<file path="config.mk">
export PLATFORM = sky130hd
export DESIGN_NAME = uart_irq_status
export DESIGN_NICKNAME = d
export VERILOG_FILES = /design/src/rtl/uirq_pkg.sv /design/src/rtl/uirq_pin_edge.sv /design/src/rtl/uirq_flags.sv /design/src/rtl/uirq_prio_enc.sv /design/src/rtl/uart_irq_status.sv
export SDC_FILE = /design/constraint.sdc
export NUM_CORES = 1
export LEC_CHECK = 0
export BUFFER_PORTS_ARGS = -buffer_cell sky130_fd_sc_hd__buf_2
export CAP_MARGIN = 10
export CELL_PAD_IN_SITES_DETAIL_PLACEMENT = 1
export CELL_PAD_IN_SITES_GLOBAL_PLACEMENT = 2
export CORE_MARGIN = 3
export CORE_UTILIZATION = 23
export DETAILED_ROUTE_END_ITERATION = 16
export MAX_ROUTING_LAYER = met4
export PLACE_DENSITY = 0.84
export SYNTH_ARGS = -nofsm -noshare
export SYNTH_HDL_FRONTEND = slang
export SYNTH_SLANG_ARGS = --single-unit
</file>
<file path="constraint.sdc">
create_clock -name clk -period 1.56 [get_ports clk]
set_input_delay 0.234 -clock clk [delete_from_list [all_inputs] [get_ports clk]]
set_output_delay 0.234 -clock clk [all_outputs]
set_load 0.01 [all_outputs]
</file>
<file path="src/rtl/uirq_pkg.sv">
package uirq_pkg;
  localparam int NSRC = 7;
  localparam int IDX_LINE = 0;
  localparam int IDX_RXDATA = 1;
  localparam int IDX_RXTMO = 2;
  localparam int IDX_TXEMPTY = 3;
  localparam int IDX_MODEM = 4;
  localparam int IDX_FLOWCHR = 5;
  localparam int IDX_PINCHG = 6;

  localparam logic [5:0] CODE_NONE = 6'b000001;

  // Code reported for each source index; a lower index has higher priority
  function automatic logic [5:0] src_code(input int idx);
    logic [5:0] c;
    case (idx)
      IDX_LINE:    c = 6'b000110;
      IDX_RXDATA:  c = 6'b000100;
      IDX_RXTMO:   c = 6'b001100;
      IDX_TXEMPTY: c = 6'b000010;
      IDX_MODEM:   c = 6'b000000;
      IDX_FLOWCHR: c = 6'b010000;
      IDX_PINCHG:  c = 6'b100000;
      default:     c = CODE_NONE;
    endcase
    return c;
  endfunction
endpackage

</file>
<file path="src/rtl/uirq_pin_edge.sv">
module uirq_pin_edge #(
  parameter int NPINS = 2,
  parameter int STAGES = 2,
  parameter bit IDLE_LVL = 1'b1
) (
  input  logic             clk,
  input  logic             rst,
  input  logic [NPINS-1:0] pin_i,
  output logic             rise_o
);
  logic [NPINS-1:0] rise_vec;

  for (genvar g = 0; g < NPINS; g++) begin : g_pin
    logic [STAGES-1:0] sync_q;
    logic              last_q;

    always_ff @(posedge clk) begin
      if (rst) begin
        sync_q <= {STAGES{IDLE_LVL}};
        last_q <= IDLE_LVL;
      end else begin
        sync_q <= {sync_q[STAGES-2:0], pin_i[g]};
        last_q <= sync_q[STAGES-1];
      end
    end

    assign rise_vec[g] = sync_q[STAGES-1] & ~last_q;
  end

  assign rise_o = |rise_vec;
endmodule

</file>
<file path="src/rtl/uirq_flags.sv">
module uirq_flags #(
  parameter int N = 3
) (
  input  logic         clk,
  input  logic         rst,
  input  logic [N-1:0] set_i,
  input  logic [N-1:0] clr_i,
  output logic [N-1:0] flag_o
);
  for (genvar g = 0; g < N; g++) begin : g_flag
    always_ff @(posedge clk) begin
      if (rst)           flag_o[g] <= 1'b0;
      else if (set_i[g]) flag_o[g] <= 1'b1;   // set has precedence over clear
      else if (clr_i[g]) flag_o[g] <= 1'b0;
    end
  end
endmodule

</file>
<file path="src/rtl/uirq_prio_enc.sv">
module uirq_prio_enc
  import uirq_pkg::*;
(
  input  logic [NSRC-1:0] pend_i,
  output logic [5:0]      code_o
);
  always_comb begin
    code_o = CODE_NONE;
    // walk from lowest priority up so the highest pending source is written last
    for (int i = NSRC - 1; i >= 0; i--) begin
      if (pend_i[i]) code_o = src_code(i);
    end
  end
endmodule

</file>
<file path="src/rtl/uart_irq_status.sv">
module uart_irq_status
  import uirq_pkg::*;
#(
  parameter int NPINS = 2,
  parameter int SYNC_STAGES = 2
) (
  input  logic             clk,
  input  logic             rst,
  input  logic             line_err_i,
  input  logic             rx_data_i,
  input  logic             rx_tmo_i,
  input  logic             tx_empty_i,
  input  logic             modem_chg_i,
  input  logic             xon_hit_i,
  input  logic             xoff_hit_i,
  input  logic             spec_hit_i,
  input  logic [NPINS-1:0] flow_pin_i,
  input  logic [6:0]       src_en_i,
  input  logic             ext_en_i,
  input  logic             fifo_en_i,
  input  logic             stat_rd_i,
  input  logic             char_rx_i,
  output logic [7:0]       status_o,
  output logic             last_xoff_o
);
  localparam int NFLAG = 3;
  localparam int F_FLOW = 0;
  localparam int F_SPEC = 1;
  localparam int F_PIN  = 2;

  logic             pin_rise;
  logic [NFLAG-1:0] flag_set, flag_clr, flag_q;
  logic [NSRC-1:0]  pend;
  logic [5:0]       code;
  logic             shows_chr, shows_pin;

  uirq_pin_edge #(.NPINS(NPINS), .STAGES(SYNC_STAGES), .IDLE_LVL(1'b1)) u_pin (
    .clk(clk), .rst(rst), .pin_i(flow_pin_i), .rise_o(pin_rise)
  );

  // a read only clears what the host saw in the byte it read
  assign shows_chr = (status_o[5:0] == src_code(IDX_FLOWCHR));
  assign shows_pin = (status_o[5:0] == src_code(IDX_PINCHG));

  assign flag_set[F_FLOW] = xon_hit_i | xoff_hit_i;
  assign flag_clr[F_FLOW] = stat_rd_i & shows_chr;
  assign flag_set[F_SPEC] = spec_hit_i;
  assign flag_clr[F_SPEC] = (stat_rd_i & shows_chr) | char_rx_i;
  assign flag_set[F_PIN]  = pin_rise;
  assign flag_clr[F_PIN]  = stat_rd_i & shows_pin;

  uirq_flags #(.N(NFLAG)) u_flags (
    .clk(clk), .rst(rst), .set_i(flag_set), .clr_i(flag_clr), .flag_o(flag_q)
  );

  assign pend[IDX_LINE]    = line_err_i  & src_en_i[IDX_LINE];
  assign pend[IDX_RXDATA]  = rx_data_i   & src_en_i[IDX_RXDATA];
  assign pend[IDX_RXTMO]   = rx_tmo_i    & src_en_i[IDX_RXTMO];
  assign pend[IDX_TXEMPTY] = tx_empty_i  & src_en_i[IDX_TXEMPTY];
  assign pend[IDX_MODEM]   = modem_chg_i & src_en_i[IDX_MODEM];
  assign pend[IDX_FLOWCHR] = ext_en_i & src_en_i[IDX_FLOWCHR]
                             & (flag_q[F_FLOW] | flag_q[F_SPEC]);
  assign pend[IDX_PINCHG]  = ext_en_i & src_en_i[IDX_PINCHG] & flag_q[F_PIN];

  uirq_prio_enc u_enc (.pend_i(pend), .code_o(code));

  always_ff @(posedge clk) begin
    if (rst) begin
      status_o    <= {2'b00, CODE_NONE};
      last_xoff_o <= 1'b0;
    end else begin
      status_o <= {fifo_en_i, fifo_en_i, code};
      if (xoff_hit_i)     last_xoff_o <= 1'b1;
      else if (xon_hit_i) last_xoff_o <= 1'b0;
    end
  end
endmodule

</file>
# Word-level counts from Yosys, hierarchy flattened
# Index checks and enable logic that the tools add are counted.
# op_classes
n_eq_ne,2
reduce_logical,8
muxes,15
bitwise,18
# op_table
op,count
$and A1 B1 Y1,13
$mux W4,3
$mux W1,8
$reduce_bool A2 Y1,4
$reduce_or A7 Y1,1
$eq A6 B5 Y1 const B,1
$eq A6 B6 Y1 const B,1
$mux W3,2
$mux W6,1
$reduce_or A6 Y1,1
$mux W5,1
$or A1 B1 Y1,3
$reduce_or A3 Y1,1
$not A1 Y1,2
$reduce_or A2 Y1,1
# word_totals
in_bits,23
output_inout_bits,9
reg_bits,17

# Longest topological paths before layout
# Gate-level depths: netlist of the first run.
# depth
ltp_word,9
mapped_depth,3
depth_no_buf,3

# Modules after synthesis
# A second synthesis of the first run with hierarchy kept.
# unflattened
hier_cells,70
hier_area_um2,698.2
# by_module_without_submodules
mod,cells_per_inst,area_each_um2,instances
uart_irq_status,34,336.6,1
uirq_pin_edge,15,171.4,1
uirq_flags,12,105.1,1
uirq_prio_enc,9,85.1,1

# Least setup slack after synthesis of the first run
# No wires, ideal clock.
# synth_timing
path_type,flip-flop to flip-flop
from,reg status_o[2]
to,reg u_flags.flag_o[2]
arrival_ns,1.023
stages_incl_launch_ff,4
required_ns,1.428
period_less_slack_ns,1.155
n_path_buf,0
path_slack_ns,0.405
path_cell_list,dfxtp_1 -> or4bb_1 -> o21ai_0 -> a31oi_1
# synth_via
elab_chain_len,3
# synth_lines
element,line_no,rtl
from (decl),uart_irq_status.sv:23,"output logic [7:0] status_o,"
from (signal assigned),uart_irq_status.sv:69,"status_o <= {2'b00, CODE_NONE};"
from (signal assigned),uart_irq_status.sv:72,"status_o <= {fifo_en_i, fifo_en_i, code};"
$eq A6 B6 Y1,uart_irq_status.sv:43,assign shows_pin = (status_o[5:0] == src_code(IDX_PINCHG));
$and A1 B1 Y1,uart_irq_status.sv:50,assign flag_clr[F_PIN] = stat_rd_i & shows_pin;
$reduce_bool A2 Y1 (no line),-,
"to (signal, indexed assignment)",uirq_flags.sv:12,if (rst) flag_o[g] <= 1'b0;
"to (signal, indexed assignment)",uirq_flags.sv:13,else if (set_i[g]) flag_o[g] <= 1'b1;
"to (signal, indexed assignment)",uirq_flags.sv:14,else if (clr_i[g]) flag_o[g] <= 1'b0;
to (decl),uirq_flags.sv:8,output logic [N-1:0] flag_o
# Every way passes these cells.
# A chain may end at the register's enable or synchronous reset.

# Worst setup path in the final report of the first run
# Same ends and word-level chain as after synthesis.

==> results of run 1 <==
[kinds of logic after synthesis]
family,Yosys count
and+or+nand+nor,26
DFF,17
AOI/OAI and AO/OA,12
buffers and inverters,4
[final cells by class]
type | count | area [sq um]
fill | 288 | 1540
clock buffer | 4 | 26.28
tap | 28 | 35.03
timing repair buffer | 31 | 155.1
sequential | 17 | 340.3
multi-input combinational | 38 | 235.2
inverter | 2 | 7.507
[stage by stage]
step           instances  setup WS (ns)  area (sq um)
4_1_cts              120         0.3737         799.5
5_1_grt              120         0.2845         799.5
6_report             120         0.3711         799.5
3_3_place_gp         116         0.2622         773.2
2_1_floorplan         59         0.4048         594.3
3_5_place_dp         116         0.1928         773.2
[critical path, cell delays in order (launching register included)]
cell	delay [ns]
dfxtp_1	0.33
or4bb_1	0.48
o21ai_0	0.17
a31oi_1	0.10
[per-layer routing]
metal / part of all wire (%) / up-vias / global-route usage, % / routed length (um)
met5: 0 / - / - / 0
li1: - / 272 / - / -
met3: 9.4 / 2 / 2.759 / 125
met1: 43 / 249 / 11.29 / 570
met2: 47 / 22 / 14.69 / 623
met4: 0.68 / 0 / 5.960 / 9
[flip-flops by register name, summed over array words and instances (netlist names)]
name / cells
status_o: 7
u_pin.g_pin.sync_q: 4
u_flags.flag_o: 3
u_pin.g_pin.last_q: 2
last_xoff_o: 1
[report_power, final]
part           total (mW)  internal, mW  switching [mW]
sequential          0.463         0.455         0.00807
clock               0.220        0.0991           0.121
combinational      0.0922        0.0475          0.0447
total               0.775         0.602           0.174
[path summary, 6_finish.rpt]
kind	startpoint	end	slack [ns]	cells past startpoint
min	flow_pin_i[1]	u_pin.g_pin[1].sync_q[0]	0.13	2
min reg2reg	u_pin.g_pin[1].sync_q[0]	u_pin.g_pin[1].sync_q[1]	0.42	1
max reg2reg	status_o[2]	u_flags.flag_o[2]	0.37	3
max	status_o[2]	u_flags.flag_o[2]	0.37	3
[synth_stat cells]
library cell / count / area share [%]
o211ai_1: 1 / 1.3
inv_1: 2 / 1.3
or4bb_1: 1 / 1.9
a31oi_1: 1 / 1.1
dfxtp_1: 17 / 57
nand2b_1: 2 / 2.1
or2_2: 6 / 6.3
nor3_1: 2 / 1.7
o21ai_0: 3 / 2.5
nand4bb_1: 1 / 1.9
a222oi_1: 1 / 1.7
a41o_2: 1 / 1.9
a21oi_1: 4 / 3.4
nor2b_1: 2 / 2.1
a22oi_1: 1 / 1.3
nand2_1: 5 / 3.2
or3_1: 1 / 1.1
nor4b_2: 1 / 2.5
clkbuf_1: 1 / 0.63
buf_4: 1 / 1.3
nor2_1: 3 / 1.9
nand3_1: 1 / 0.84
nand4_1: 1 / 1.1
==> parameters.txt, run 1 <==
Parameter                              Value

Timing
  Count of final setup violators ... 0
  Final Hold Slack ... 0.1335 ns
  Crit share post-route ... between 70 and 80%
  Setup repair after global routing missed its margin ... false
  Max Transition Viols Final ... 0
  Fmax achieved ... 841.1 MHz
  Count of endpoints failing hold in the final timing report ... 0
  Worst-case clock skew ... 0.001656 ns
  Slew HR ... 66.77%
  Actual transition at the worst max-transition pin ... 0.4984 ns
  Sum of negative setup slack ... 0 ns
  Final period demand of the worst path ... 1.189 ns

Logic synthesis
  Net count after synthesis ... 82
  Count of state elements after synthesis ... 17
  Post-synthesis cell count ... 59
  Ys Warns ... 0
  Xor-xnor portion of the synthesized cell area ... 0%
  Combinational family with the most area after synthesis ... simple AND/OR/NAND/NOR gates
  Synthesized area per cell ... between 10 and 15 sq um
  Post-synthesis instance area ... 594.3 sq um
  Sequential area share after synthesis ... 57.26%
  Share of synthesized area spent on multiplexers ... 0%
  Area share of fa/ha/maj cells after synthesis ... 0%
  Post-Synth Simple-Gate Area ... approximately a quarter
  Number of distinct library cells after synthesis ... 23
  Area fraction in compound gates after synthesis ... 13.05%

Cells and area
  Most common cell after layout, fill and taps aside ... buf_2
  Commonest cells after routing, fill and taps aside ... buf_2 (31), dfxtp_1 (17), or2_2 (6), nand2_1 (5), a21oi_1 (4)
  Total number of nets in the final design ... between 100 and 150
  Area added between synthesis and finish ... 34.53%
  Util after Layout ... 34.17%
  Number of antenna diodes ... 0
  Share of post-route cells with drive strength above 1 ... a little under half

Global routing
  Initial antenna violation count ... 0
  Via count of the first global-routing pass ... 542
  Final global-route overflow total ... 0
  All-layer global routing usage ... 9.715%
  Maximum number of pins on one net before global-route repair ... 18
  Wire length of the first global-routing pass ... roughly 2400 um

Power and ir drop
  Final total power ... 0.7751 mW
  Worst-case vdd ir drop ... 295.4 uV
  Leak ... 0.3661 nW
  Power density normalized to cell area ... 969.5 nW/um^2

CTS
  Clock tree from TritonCTS ... built
  Clock Tree Root ... clkbuf_4
  Largest buffer count on any clock path ... 2
  Clock network latency to the later pin of the worst-skew pair ... 0.28 ns
  Clock buffers created by TritonCTS ... 3
  Resized Gates After CTS ... 0
  Clock input transition at the sequential cells of the worst setup and hold paths ... 0.09 ns
  Number of buffers inserted to repair setup after CTS ... 0
  Post-CTS Hold Fix Bufs ... 0
  Clk sink count ... 17
  CTS H-tree lvls ... 1

Route
  Average routed wire per standard cell ... 11.07 um
  Residual DRC count ... 0
  Total routed wirelength ... 1328 um
  Residual antenna-violating net count after detailed routing ... 0
  Total via count after detailed routing ... 545
  Detail-routed via count per cell ... 4.542
  Iteration-0 DRC count of the detailed router ... 4
  Number of iterations in the first detailed-routing pass ... 4

Die
  Core area ... 2340 sq um
  Die boundary height ... ~57 um
  Standard-cell rows ... 17
  Area enclosed by the die boundary ... 3230 sq um
  Initial core utilization ... about 25%
  Horiz. Die Dim ... 56.84 um
  IO Pins ... 32

Setup path
  Data arrival, critical path ... between 1 and 1.5 ns
  Element type at the critical path start ... register
  Worst Setup End Kind ... register
  Critical path fanouts, max ... 3
  Worst Path Required ... 1.72 ns
  Kind of critical path ... reg2reg

Placement
  Dpl hpwl ... 1139 um
  Number of input and output port buffers inserted ... 31
  GPL Wtd Cong ... 0.6597

Status
  Status ... finished clean

Flow run
  Number of max-cap violations ... 0

Worst hold path
  Hold WC Path Type ... in2reg
No activity file was read; power rests on OpenSTA's default activity.
==> run 2, diff against run 1 <==
CORE_ASPECT_RATIO = 2   (was unset)
CORE_UTILIZATION = 21   (was 23)
PLACE_DENSITY = 0.81   (was 0.84)
clock period = 1 ns   (was 1.56 ns; I/O delays follow)
==> parameters.txt, run 2 (synthesized netlist as in run 1, its figures left out) <==
Parameter                              Value

Cells and area
  Number of antenna diodes ... 0 (unchanged)
  Util after Layout ... 34.28% (+0.11 points)
  Most common cell after layout, fill and taps aside ... buf_2
  Total number of nets in the final design ... 122 (+5.2%)
  Max reg flops ... 7 (unchanged)
  Fillcell total ... 324 (+13%)
  Registers with the most flip-flops ... status_o (7), u_pin.g_pin.sync_q (4), u_flags.flag_o (3)
  Most flop-heavy register ... status_o
  Area added between synthesis and finish ... 52.00%
  Commonest cells after routing, fill and taps aside ... buf_2 (30), dfxtp_1 (13), or2_2 (6), buf_4 (6), nand2_1 (5)
  Share of post-route cells with drive strength above 1 ... 57.14% (+11 points)

Global routing
  Wire length of the first global-routing pass ... 2684 um (+14%)
  Final global-route overflow total ... 0 (unchanged)
  Maximum number of pins on one net before global-route repair ... 18 (unchanged)
  All-layer global routing usage ... 10.73% (+1.0 points)
  Initial antenna violation count ... 0 (unchanged)
  Via count of the first global-routing pass ... 644 (+19%)

Power and ir drop
  Internal Dissipation ... 1.093 mW (+82%)
  Power density normalized to cell area ... 1559 nW/um^2 (+61%)
  Reported net switching power ... 0.3147 mW (+81%)
  Worst-case vdd ir drop ... 714.1 uV (+140%)
  Proportion of power drawn by flip-flops and latches ... 51.6% (-8.1 points)
  Sw frac ... 22.35% (-0.032 points)
  Share of power burned in combinational logic ... 12.9% (+1.0 points)
  Leak ... 0.4102 nW (+12%)
  Final total power ... 1.408 mW (+82%)
  Clock network fraction of design power ... 35.5% (+7.1 points)

Placement
  Dpl hpwl ... 1322 um (+16%)
  Number of input and output port buffers inserted ... 31 (unchanged)
  Worst Setup Slack post-DPL ... -0.1858 ns (-0.3785 ns)
  GPL Wtd Cong ... 0.7316 (+11%)

Timing
  Count of endpoints failing hold in the final timing report ... 0 (unchanged)
  Actual transition at the worst max-transition pin ... 0.3734 ns (-0.1250 ns)
  Crit share post-route ... 118.1% (+42 points)
  Worst-case clock skew ... 0.003545 ns (+0.001889 ns)
  Max Transition Viols Final ... 0 (unchanged)
  Sum of negative setup slack ... -0.2563 ns (-0.2563 ns)
  Worst Setup Slack, final ... -0.1813 ns (-0.5525 ns)
  Setup repair after global routing missed its margin ... true
  Slew HR ... 75.11% (+8.3 points)
  Final period demand of the worst path ... 1.181 ns (-0.007545 ns)
  Fmax achieved ... 846.5 MHz (+0.64%)
  Count of final setup violators ... 3 (+3)

Setup path
  Critical path fanouts, max ... 2 (-1)
  Worst Path Required ... 1.13 ns (-0.59 ns)
  Longest individual stage delay on the worst path ... 0.49 ns (about the same)
  Worst Setup End Kind ... register
  Kind of critical path ... reg2reg
  Slowest library cell on the worst path ... or4bb_1
  Total buffers and inverters traversed by the critical path ... 0 (unchanged)
  Cells along the critical path ... or4bb_1 > o21ai_1 > a31oi_1
  Element type at the critical path start ... register
  Family with the most delay on the worst path ... simple AND/OR/NAND/NOR gates
  Data arrival, critical path ... 1.31 ns (-0.04 ns)

Route
  Detail-routed via count per cell ... 4.571 (+0.66%)
  Total via count after detailed routing ... 576 (+5.7%)
  Residual antenna-violating net count after detailed routing ... 0 (unchanged)
  Total routed wirelength ... 1651 um (+24%)
  Number of iterations in the first detailed-routing pass ... 4 (unchanged)
  Iteration-0 DRC count of the detailed router ... 8 (+4)
  Residual DRC count ... 0 (unchanged)
  Average routed wire per standard cell ... 13.10 um (+18%)

Die
  Area enclosed by the die boundary ... 3543 sq um (+9.7%)
  IO Pins ... 32 (unchanged)
  Core area ... 2635 sq um (+13%)
  Horiz. Die Dim ... 43.62 um (-23%)
  Initial core utilization ... 22.55% (-2.8 points)
  Die boundary height ... 81.24 um (+43%)
  Standard-cell rows ... 26 (+9)

Status
  Violated checks ... setup timing
  Status ... finished, violations left

CTS
  CTS H-tree lvls ... 1 (unchanged)
  Clock input transition at the sequential cells of the worst setup and hold paths ... 0.06 ns (-0.03 ns)
  Post-CTS Hold Fix Bufs ... 0 (unchanged)
  Clock buffers created by TritonCTS ... 3 (unchanged)
  Clock Tree Root ... clkbuf_8
  Clock network latency to the later pin of the worst-skew pair ... 0.25 ns (-0.03 ns)
  Clock tree from TritonCTS ... built
  Clk sink count ... 17 (unchanged)
  Largest buffer count on any clock path ... 2 (unchanged)

Worst hold path
  Hold WC Path Type ... in2reg

Flow run
  Number of max-cap violations ... 0 (unchanged)
run 2: layout make-up:
class                           instances  area, sq um  share of cell area, %
Clock buffer                            4        45.04                  4.986
Multi-Input combinational cell         38        264.0                  29.22
Timing Repair Buffer                   37        206.4                  22.85
Tap cell                               28        35.03                  3.878
Sequential cell                        17        345.3                  38.23
Inverter                                2        7.507                 0.8310
run 2: worst paths after layout:
check | to | cells after the start | slack (ns) | from
setup / recovery | u_flags.flag_o[2] | 3 | -0.18 | status_o[4]
hold / removal | u_pin.g_pin[0].sync_q[0] | 2 | 0.08 | flow_pin_i[0]
setup reg to reg | u_flags.flag_o[2] | 3 | -0.18 | status_o[4]
hold reg to reg | u_pin.g_pin[1].sync_q[1] | 1 | 0.41 | u_pin.g_pin[1].sync_q[0]
run 2: what timing repair did:
item / CTS / global route
endpoints found under the setup margin: 3 / 6
resized for setup: 3 / 4
pin swaps: 5 / 4
buffers inserted: 0 / 1
run 2: power groups by stage:
stage / Sequential (mW) / Combinational, mW / Clock (mW)
2_1_floorplan: 0.746 / 0.0651 / 0
3_3_place_gp: 0.739 / 0.161 / 0
3_5_place_dp: 0.741 / 0.168 / 0
4_1_cts: 0.726 / 0.176 / 0.516
5_1_grt: 0.731 / 0.203 / 0.552
6_report: 0.726 / 0.182 / 0.500
run 2: layer usage:
metal  vias to the layer above  routed length [um]  GRT usage [%]
met1                       278                 542          9.164
met2                        14                1017          20.32
met3                         2                  83          2.661
met5                         -                   0              -
li1                        282                   -              -
met4                         0                   8          5.438
run 2: stage by stage:
stage / area, sq um / cells / hold slack, ns
after global routing: 903.4 / 126 / 0.08130
after global placement: 818.3 / 121 / 0.3312
after detailed placement: 818.3 / 121 / 0.3353
after CTS: 883.3 / 125 / 0.07256
final: 903.4 / 126 / 0.08233
after floorplan: 601.8 / 59 / 0.2214
